--- src/rtl/ltrig_pkg.sv ---
package ltrig_pkg;
    localparam int LIMIT_W = 16;

    typedef enum logic [1:0] {
        EDGE_OFF  = 2'b00,
        EDGE_RISE = 2'b01,
        EDGE_FALL = 2'b10,
        EDGE_ANY  = 2'b11
    } edge_kind_e;

    localparam logic [1:0] PAIR_NEED_HIGH = 2'b01;
    localparam logic [1:0] PAIR_NEED_LOW  = 2'b10;
endpackage

--- src/rtl/ltrig_level_match.sv ---
module ltrig_level_match #(
    parameter int CH = 32
) (
    input  logic [CH-1:0]   smp,
    input  logic [2*CH-1:0] masks,
    output logic            ok
);
    import ltrig_pkg::*;

    logic [CH-1:0] chan_ok;

    // Channel c sits in byte c/4 at pair (c%4)*2, which is flat bit 2*c.
    for (genvar i = 0; i < CH; i++) begin : g_chan
        logic [1:0] code;
        assign code       = masks[2*i +: 2];
        assign chan_ok[i] = (code == PAIR_NEED_HIGH) ? smp[i]  :
                            (code == PAIR_NEED_LOW)  ? !smp[i] : 1'b1;
    end

    assign ok = &chan_ok;
endmodule

--- src/rtl/ltrig_edge_check.sv ---
module ltrig_edge_check #(
    parameter int CH = 32
) (
    input  logic [CH-1:0] smp,
    input  logic [CH-1:0] prev,
    input  logic          prev_ok,
    input  logic [7:0]    edge_cfg,
    output logic          ok
);
    import ltrig_pkg::*;

    localparam int SEL_W = $clog2(CH);

    edge_kind_e       kind;
    logic [SEL_W-1:0] sel;
    logic             cur_b, old_b;
    logic             spare_unused;

    assign kind         = edge_kind_e'(edge_cfg[7:6]);
    assign sel          = edge_cfg[SEL_W-1:0];
    assign spare_unused = ^edge_cfg[5:SEL_W];
    assign cur_b        = smp[sel];
    assign old_b        = prev[sel];

    always_comb begin
        unique case (kind)
            EDGE_OFF:  ok = 1'b1;
            EDGE_RISE: ok = prev_ok && !old_b && cur_b;
            EDGE_FALL: ok = prev_ok && old_b && !cur_b;
            default:   ok = prev_ok && (old_b != cur_b);
        endcase
    end
endmodule

--- src/rtl/ltrig_occ_count.sv ---
module ltrig_occ_count #(
    parameter int CNT_W = 16
) (
    input  logic [CNT_W-1:0] hits,
    input  logic [CNT_W-1:0] limit,
    output logic [CNT_W-1:0] hits_inc,
    output logic             reached
);
    logic [CNT_W:0]   sum;
    logic [CNT_W-1:0] eff_limit;

    assign sum       = {1'b0, hits} + {{CNT_W{1'b0}}, 1'b1};
    assign eff_limit = (limit == '0) ? CNT_W'(1) : limit;
    assign reached   = (sum >= {1'b0, eff_limit});
    assign hits_inc  = sum[CNT_W-1:0];
endmodule

--- src/rtl/lvl_edge_trigger.sv ---
module lvl_edge_trigger #(
    parameter int CH = 32
) (
    input  logic            clk,
    input  logic            rst_n,
    input  logic            arm,
    input  logic            smp_valid,
    input  logic [CH-1:0]   smp_data,
    input  logic [2*CH-1:0] lvl_mask,
    input  logic [7:0]      edge_cfg,
    input  logic            cnt_wr_lo,
    input  logic            cnt_wr_hi,
    input  logic [7:0]      cnt_wdata,
    output logic            trig_pulse,
    output logic            triggered
);
    import ltrig_pkg::*;

    localparam int CNT_W = LIMIT_W;

    typedef struct packed {
        logic [CH-1:0]    prev;
        logic             prev_ok;
        logic [CNT_W-1:0] hits;
        logic [CNT_W-1:0] limit;
        logic             fired;
        logic             pulse;
    } state_t;

    state_t s_d, s_q;

    logic             lvl_ok, edg_ok, reached;
    logic [CNT_W-1:0] hits_inc;

    ltrig_level_match #(.CH(CH)) u_lvl (
        .smp   (smp_data),
        .masks (lvl_mask),
        .ok    (lvl_ok)
    );

    ltrig_edge_check #(.CH(CH)) u_edge (
        .smp      (smp_data),
        .prev     (s_q.prev),
        .prev_ok  (s_q.prev_ok),
        .edge_cfg (edge_cfg),
        .ok       (edg_ok)
    );

    ltrig_occ_count #(.CNT_W(CNT_W)) u_cnt (
        .hits     (s_q.hits),
        .limit    (s_q.limit),
        .hits_inc (hits_inc),
        .reached  (reached)
    );

    always_comb begin
        s_d       = s_q;
        s_d.pulse = 1'b0;
        if (arm) begin
            s_d.fired   = 1'b0;
            s_d.hits    = '0;
            s_d.prev_ok = 1'b0;
        end else if (smp_valid) begin
            if (!s_q.fired && lvl_ok && edg_ok) begin
                if (reached) begin
                    s_d.pulse = 1'b1;
                    s_d.fired = 1'b1;
                    s_d.hits  = '0;
                end else begin
                    s_d.hits  = hits_inc;
                end
            end
            s_d.prev    = smp_data;
            s_d.prev_ok = 1'b1;
        end
        if (cnt_wr_lo) s_d.limit[7:0]       = cnt_wdata;
        if (cnt_wr_hi) s_d.limit[CNT_W-1:8] = cnt_wdata;
    end

    always_ff @(posedge clk or negedge rst_n) begin
        if (!rst_n) begin
            s_q       <= '0;
            s_q.limit <= CNT_W'(1);
        end else begin
            s_q <= s_d;
        end
    end

    assign trig_pulse = s_q.pulse;
    assign triggered  = s_q.fired;
endmodule

--- config.mk ---
export PLATFORM = sky130hd
export DESIGN_NAME = lvl_edge_trigger
export DESIGN_NICKNAME = d
export VERILOG_FILES = /design/src/rtl/ltrig_pkg.sv /design/src/rtl/ltrig_level_match.sv /design/src/rtl/ltrig_edge_check.sv /design/src/rtl/ltrig_occ_count.sv /design/src/rtl/lvl_edge_trigger.sv
export SDC_FILE = /design/constraint.sdc
export NUM_CORES = 1
export LEC_CHECK = 0
export BUFFER_PORTS_ARGS = -buffer_cell sky130_fd_sc_hd__buf_2
export CAP_MARGIN = 20
export CORE_UTILIZATION = 52
export CTS_CLUSTER_SIZE = 8
export DETAILED_ROUTE_END_ITERATION = 8
export HOLD_SLACK_MARGIN = 0.03
export PLACE_DENSITY = 0.79
export SLEW_MARGIN = 40
export SYNTH_ARGS = -nofsm -noshare
export SYNTH_HDL_FRONTEND = slang
export SYNTH_HIERARCHICAL = 1
export SYNTH_SLANG_ARGS = --single-unit
--- constraint.sdc ---
create_clock -name clk -period 5.1 [get_ports clk]
set_input_delay 0.51 -clock clk [delete_from_list [all_inputs] [get_ports clk]]
set_output_delay 0.51 -clock clk [all_outputs]
set_load 0.01 [all_outputs]
## Word level (Yosys, flattened, before mapping)

Cells that the tools add are included.

| cells by class | value |
|---|---|
| add/subtract/negate cells | 1 |
| magnitude comparators | 2 |
| eq/ne operators | 67 |
| mux-type cells | 79 |
| bitwise operators | 1 |
| reductions and logical operators | 51 |

Operators with widths:

| operator | number |
|---|---|
| $mux W1 | 68 |
| $eq A2 B1 Y1 const B | 33 |
| $eq A2 B2 Y1 const B | 33 |
| $mux W16 | 3 |
| $logic_not A1 Y1 | 35 |
| $mux W17 | 2 |
| $reduce_and A32 Y1 | 1 |
| $add A16 B1 Y17 const B | 1 |
| $ge A17 B16 Y1 | 1 |
| $logic_not A16 Y1 | 1 |
| $bmux W1 S5 | 2 |
| $logic_and A1 B1 Y1 | 7 |
| $lt A5 B6 Y1 const B | 1 |
| $mux W2 | 3 |
| $reduce_bool A2 Y1 | 3 |
| $reduce_and A2 Y1 | 2 |
| $pmux W1 S3 | 1 |
| $reduce_and A3 Y1 | 1 |
| $logic_not A2 Y1 | 1 |
| $ne A1 B1 Y1 | 1 |
| $not A1 Y1 | 1 |

| storage, ports and cells | value |
|---|---|
| flip-flop bits (word level) | 67 |
| output and inout port bits | 2 |
| word-level logic and storage cells | 208 |

## Logic depth before layout (Yosys ltp)

| logic depth | value |
|---|---|
| depth after elaboration | 10 |
| gate-level depth with buffers | 14 |
| gate-level depth less buffers | 13 |

## By module

Netlist, hierarchy kept.

By module, submodules not included:

| module | times used | cells each | area an instance (um^2) | sequential area each (um^2) |
|---|---|---|---|---|
| lvl_edge_trigger | 1 | 150 | 2,486.1 | 1,677.9 |
| ltrig_occ_count | 1 | 100 | 694.4 | 0.0 |
| ltrig_level_match | 1 | 104 | 684.4 | 0.0 |
| ltrig_edge_check | 1 | 66 | 639.4 | 0.0 |

## Least setup slack after synthesis

OpenSTA, ideal clock, no wires.

| timing | value |
|---|---|
| path type | register to register |
| start | reg s_q[20] (netlist name) |
| end | reg s_q[24] (netlist name) |
| arrival | 2.946 ns |
| path slack | 2.088 ns |
| cell stages (with the launch flop) | 15 |
| path buffers | 1 |
| period minus slack after synthesis | 3.012 ns |
| cell sequence | dfrtp_1 > and3_1 > and3_4 > and2_4 > nand3_1 > xnor2_1 > ha_1 > a21oi_1 > nand2_1 > a211o_1 > a21oi_1 > o211ai_1 > nor4b_4 > buf_6 > a22o_1 |

| between the ends | value |
|---|---|
| word-level cells in the longest chain between the ends | 6 |

Ends and longest elaborated chain:

| what | RTL line | text |
|---|---|---|
| start: declaration | lvl_edge_trigger.sv:30 | `state_t s_d, s_q;` |
| $add A16 B1 Y17 | ltrig_occ_count.sv:12 | `assign sum = {1'b0, hits} + {{CNT_W{1'b0}}, 1'b1};` |
| named net hits_inc[13] | lvl_edge_trigger.sv:33 | `logic [CNT_W-1:0] hits_inc;` |
| $ge A17 B16 Y1 | ltrig_occ_count.sv:14 | `assign reached = (sum >= {1'b0, eff_limit});` |
| named net reached | lvl_edge_trigger.sv:32 | `logic lvl_ok, edg_ok, reached;` |
| $mux W16 | lvl_edge_trigger.sv:65 | `if (reached) begin` |
| $mux W16 | lvl_edge_trigger.sv:64 | `if (!s_q.fired && lvl_ok && edg_ok) begin` |
| $mux W17 | lvl_edge_trigger.sv:63 | `end else if (smp_valid) begin` |
| $mux W17 | lvl_edge_trigger.sv:59 | `if (arm) begin` |

The timed path passes the listed nets, and every way through them passes these cells. The select of a mux whose other input is x is not followed.
A chain may end at the register's enable or synchronous reset.

## Worst setup path after layout

| timing | value |
|---|---|
| start | reg s_q[18] (netlist name) |
| end | reg s_q[18] (netlist name) |

The elaborated chain is that of the path after synthesis.

==> flow_summary.json <==
{
  "postCtsSetupRepairBufs": 0,
  "drv_slew": 0,
  "ff2ff_setup_slack_ns": 1.52,
  "grt_first_pass_wirelength_um": 18200,
  "synth_common_cells": "66 x dfrtp_1, 48 x mux2_2, 20 x inv_1, 20 x mux2i_1, 20 x nand2b_1",
  "dp_cells": 633,
  "dieArea_um2": 9040,
  "finalHoldViolCount": 0,
  "ios": 120,
  "crit_start": "s_q[18]",
  "cp-start-kind": "flop",
  "min_path_type": "in -> async",
  "vias": 3856,
  "grt_pass1_vias": 3930,
  "synth_area_leaders": "dfrtp_1 37%, mux2_2 12%, ha_1 4.7%",
  "routabilityCongestion": 0.820,
  "detail-route-antenna-nets": 0,
  "ys_warn_count": 6,
  "rows": 33,
  "hold_ws_ns": 0.253,
  "worstPathArrival_ns": 3.85,
  "final-instance-count-excl-fill": 650,
  "dpl_cell_area_um2": 5150,
  "cts_root_buf": "clkbuf_8",
  "maxCapViolations": 0,
  "fmaxAchievable_mhz": 279,
  "multiInputGateArea_um2": 2670,
  "totalWireLength_um": 11000,
  "end_kind": "flop",
  "worstSetupPathType": "reg -> reg",
  "fillCellCount": 672,
  "min_period_over_period_pct": 70.2,
  "clk_pin_slew_ns": 0.07,
  "tns_ns": 0,
  "yosysMostFrequentCell": "dfrtp_1",
  "cts_tree": "built",
  "final_util_pct": 65.1,
  "timing.final.setup_violations": 0,
  "clk_latency_ns": 0.34,
  "drcViolationCount": 0,
  "layout-drive-gt1-share_pct": 37.2,
  "htreeDepth": 3,
  "slew_headroom_pct": 54.4,
  "critPathRequiredTime_ns": 5.37,
  "diodes": 0,
  "grt_usage_pct": 26.6,
  "drt_iter0_drc": 206,
  "grt-ovfl-total": 0,
  "synth.distinct_cells": 55,
  "ctsResizeCount": 0,
  "start_util_pct": 54.3,
  "synth_edf_count": 0,
  "clock_sinks": 67,
  "clock_path_buffers": 2,
  "worst_slew_pin_slew_ns": 0.678,
  "drtPass1Iterations": 5,
  "r2r-end": "s_q[18]",
  "p_leak_nw": 2.53,
  "layout.nets": 675,
  "dpl.hpwl_um": 8530,
  "crit_end": "s_q[18]",
  "rsz0062_at_grt": "no",
  "syn_area_per_cell_um2": 10.7,
  "yosysSeqAreaShare_pct": 37.3,
  "synth_top_area_cell": "dfrtp_1",
  "period_needed_ns": 3.58,
  "regArea_um2": 1680,
  "r2r_start": "s_q[18]",
  "synth_flop_cell": "dfrtp_1",
  "via_per_inst": 5.93,
  "power_density_nw_per_um2": 255,
  "die_w_um": 95.1,
  "peakVddDrop_mv": 0.168,
  "critPathMaxFanout": 10,
  "final_cell_area_um2": 5400,
  "antenna_found_initial": 0,
  "synth_fp_nets": 555,
  "hold_buffers": 0,
  "ff2ff_path_depth": 13,
  "die_h_um": 95.1,
  "placement.io_buffers": 118,
  "synth-seq-cells": 67,
  "ys_async_sr_fraction_pct": 100,
  "core-area_um2": 8300,
  "cts_buffers": 9,
  "wl_per_cell_um": 16.9,
  "finClkSkew_ns": 0.0103,
  "syn_to_final_growth_pct": 19.9,
  "syn_area_um2": 4500,
  "synth_top_area_share_pct": 36.7,
  "netlist_instances": 420,
  "status": "complete, no violations",
  "grt_max_degree": 68
}
## layout make-up
cell class,instances,share of cell area [%]
multi-input cells,320,49.4
flip-flops and latches,67,31.1
repair buffers,122,11.6
clock buffers,11,2.80
well taps,105,2.43
clock inverters,5,1.39
inverters,20,1.39
## placed cells by master, fill, tap and decap left out, types with 10 or more instances in the layout
master,n
mux2_2,48
nand2b_1,20
xnor2_1,10
o21ai_1,10
nand3b_1,18
ha_1,17
a22o_1,16
nor3_1,10
mux2i_1,20
a21oi_1,14
nand2_1,18
dfrtp_1,66
o21ai_0,10
inv_1,20
clkbuf_8,11
nor3b_1,13
buf_2,118
nand4_1,10
## registers in the layout, indices dropped and copies added, names as in the netlist
name and flops:
s_q 65, trig_pulse 1, triggered 1
## per-stage QoR
step | power, mW | worst slack (ns)
2_1_floorplan | 0.777 | 2.09
3_3_place_gp | 0.873 | 1.30
3_5_place_dp | 0.889 | 1.14
4_1_cts | 1.39 | 1.38
5_1_grt | 1.45 | 1.23
6_report | 1.38 | 1.52
## per-layer routing
metal	vias up	GRT usage (%)	routed length, um
li1	1818	-	-
met1	1892	34.1	4850
met2	128	45.0	5330
met3	18	5.18	618
met4	0	8.33	197
met5	-	0	0
## worst min-delay path by stage
| stage | depth (start not counted) | slack (ns) | to |
|---|---|---|---|
| floorplan | 0 | 0.21 | s_q[10] |
| global placement | 1 | 0.48 | s_q[44] |
| global route | 2 | 0.30 | s_q[60] |
| detailed placement | 1 | 0.49 | s_q[60] |
| finish | 2 | 0.25 | s_q[60] |
| CTS | 2 | 0.38 | s_q[60] |
## report_power, final
| group | internal (mW) | switching (mW) | leakage [nW] |
|---|---|---|---|
| logic | 0.141 | 0.127 | 1.59 |
| clock network | 0.299 | 0.198 | 0.119 |
| registers | 0.583 | 0.0309 | 0.826 |
## worst max-delay path, stage by stage, from the launching register on
cell and delay [ns]:
dfrtp_1 0.46, ha_1 0.31, and3_1 0.28, nand4_1 0.13, xnor2_1 0.25, ha_1 0.29
nand4_1 0.13, nor2_1 0.07, a211o_1 0.26, a21oi_1 0.16, o211ai_1 0.23, nor4b_4 0.51
buf_4 0.27, a22o_1 0.16
## cell families (layout without fill, tap and decap cells)
kind of cell / after synthesis / in the layout / share of synthesized area, %
AOI/OAI and AO/OA: 76 / 76 / 11.6
buffers and inverters: 33 / 158 / 3.78
xor gates and xnor gates: 14 / 14 / 2.72
adders and majority gates: 17 / 17 / 4.72
DFF: 67 / 67 / 37.3
and+or+nand+nor: 138 / 138 / 19.7
muxes: 75 / 75 / 20.2
No activity file was read; power rests on OpenSTA's default activity.
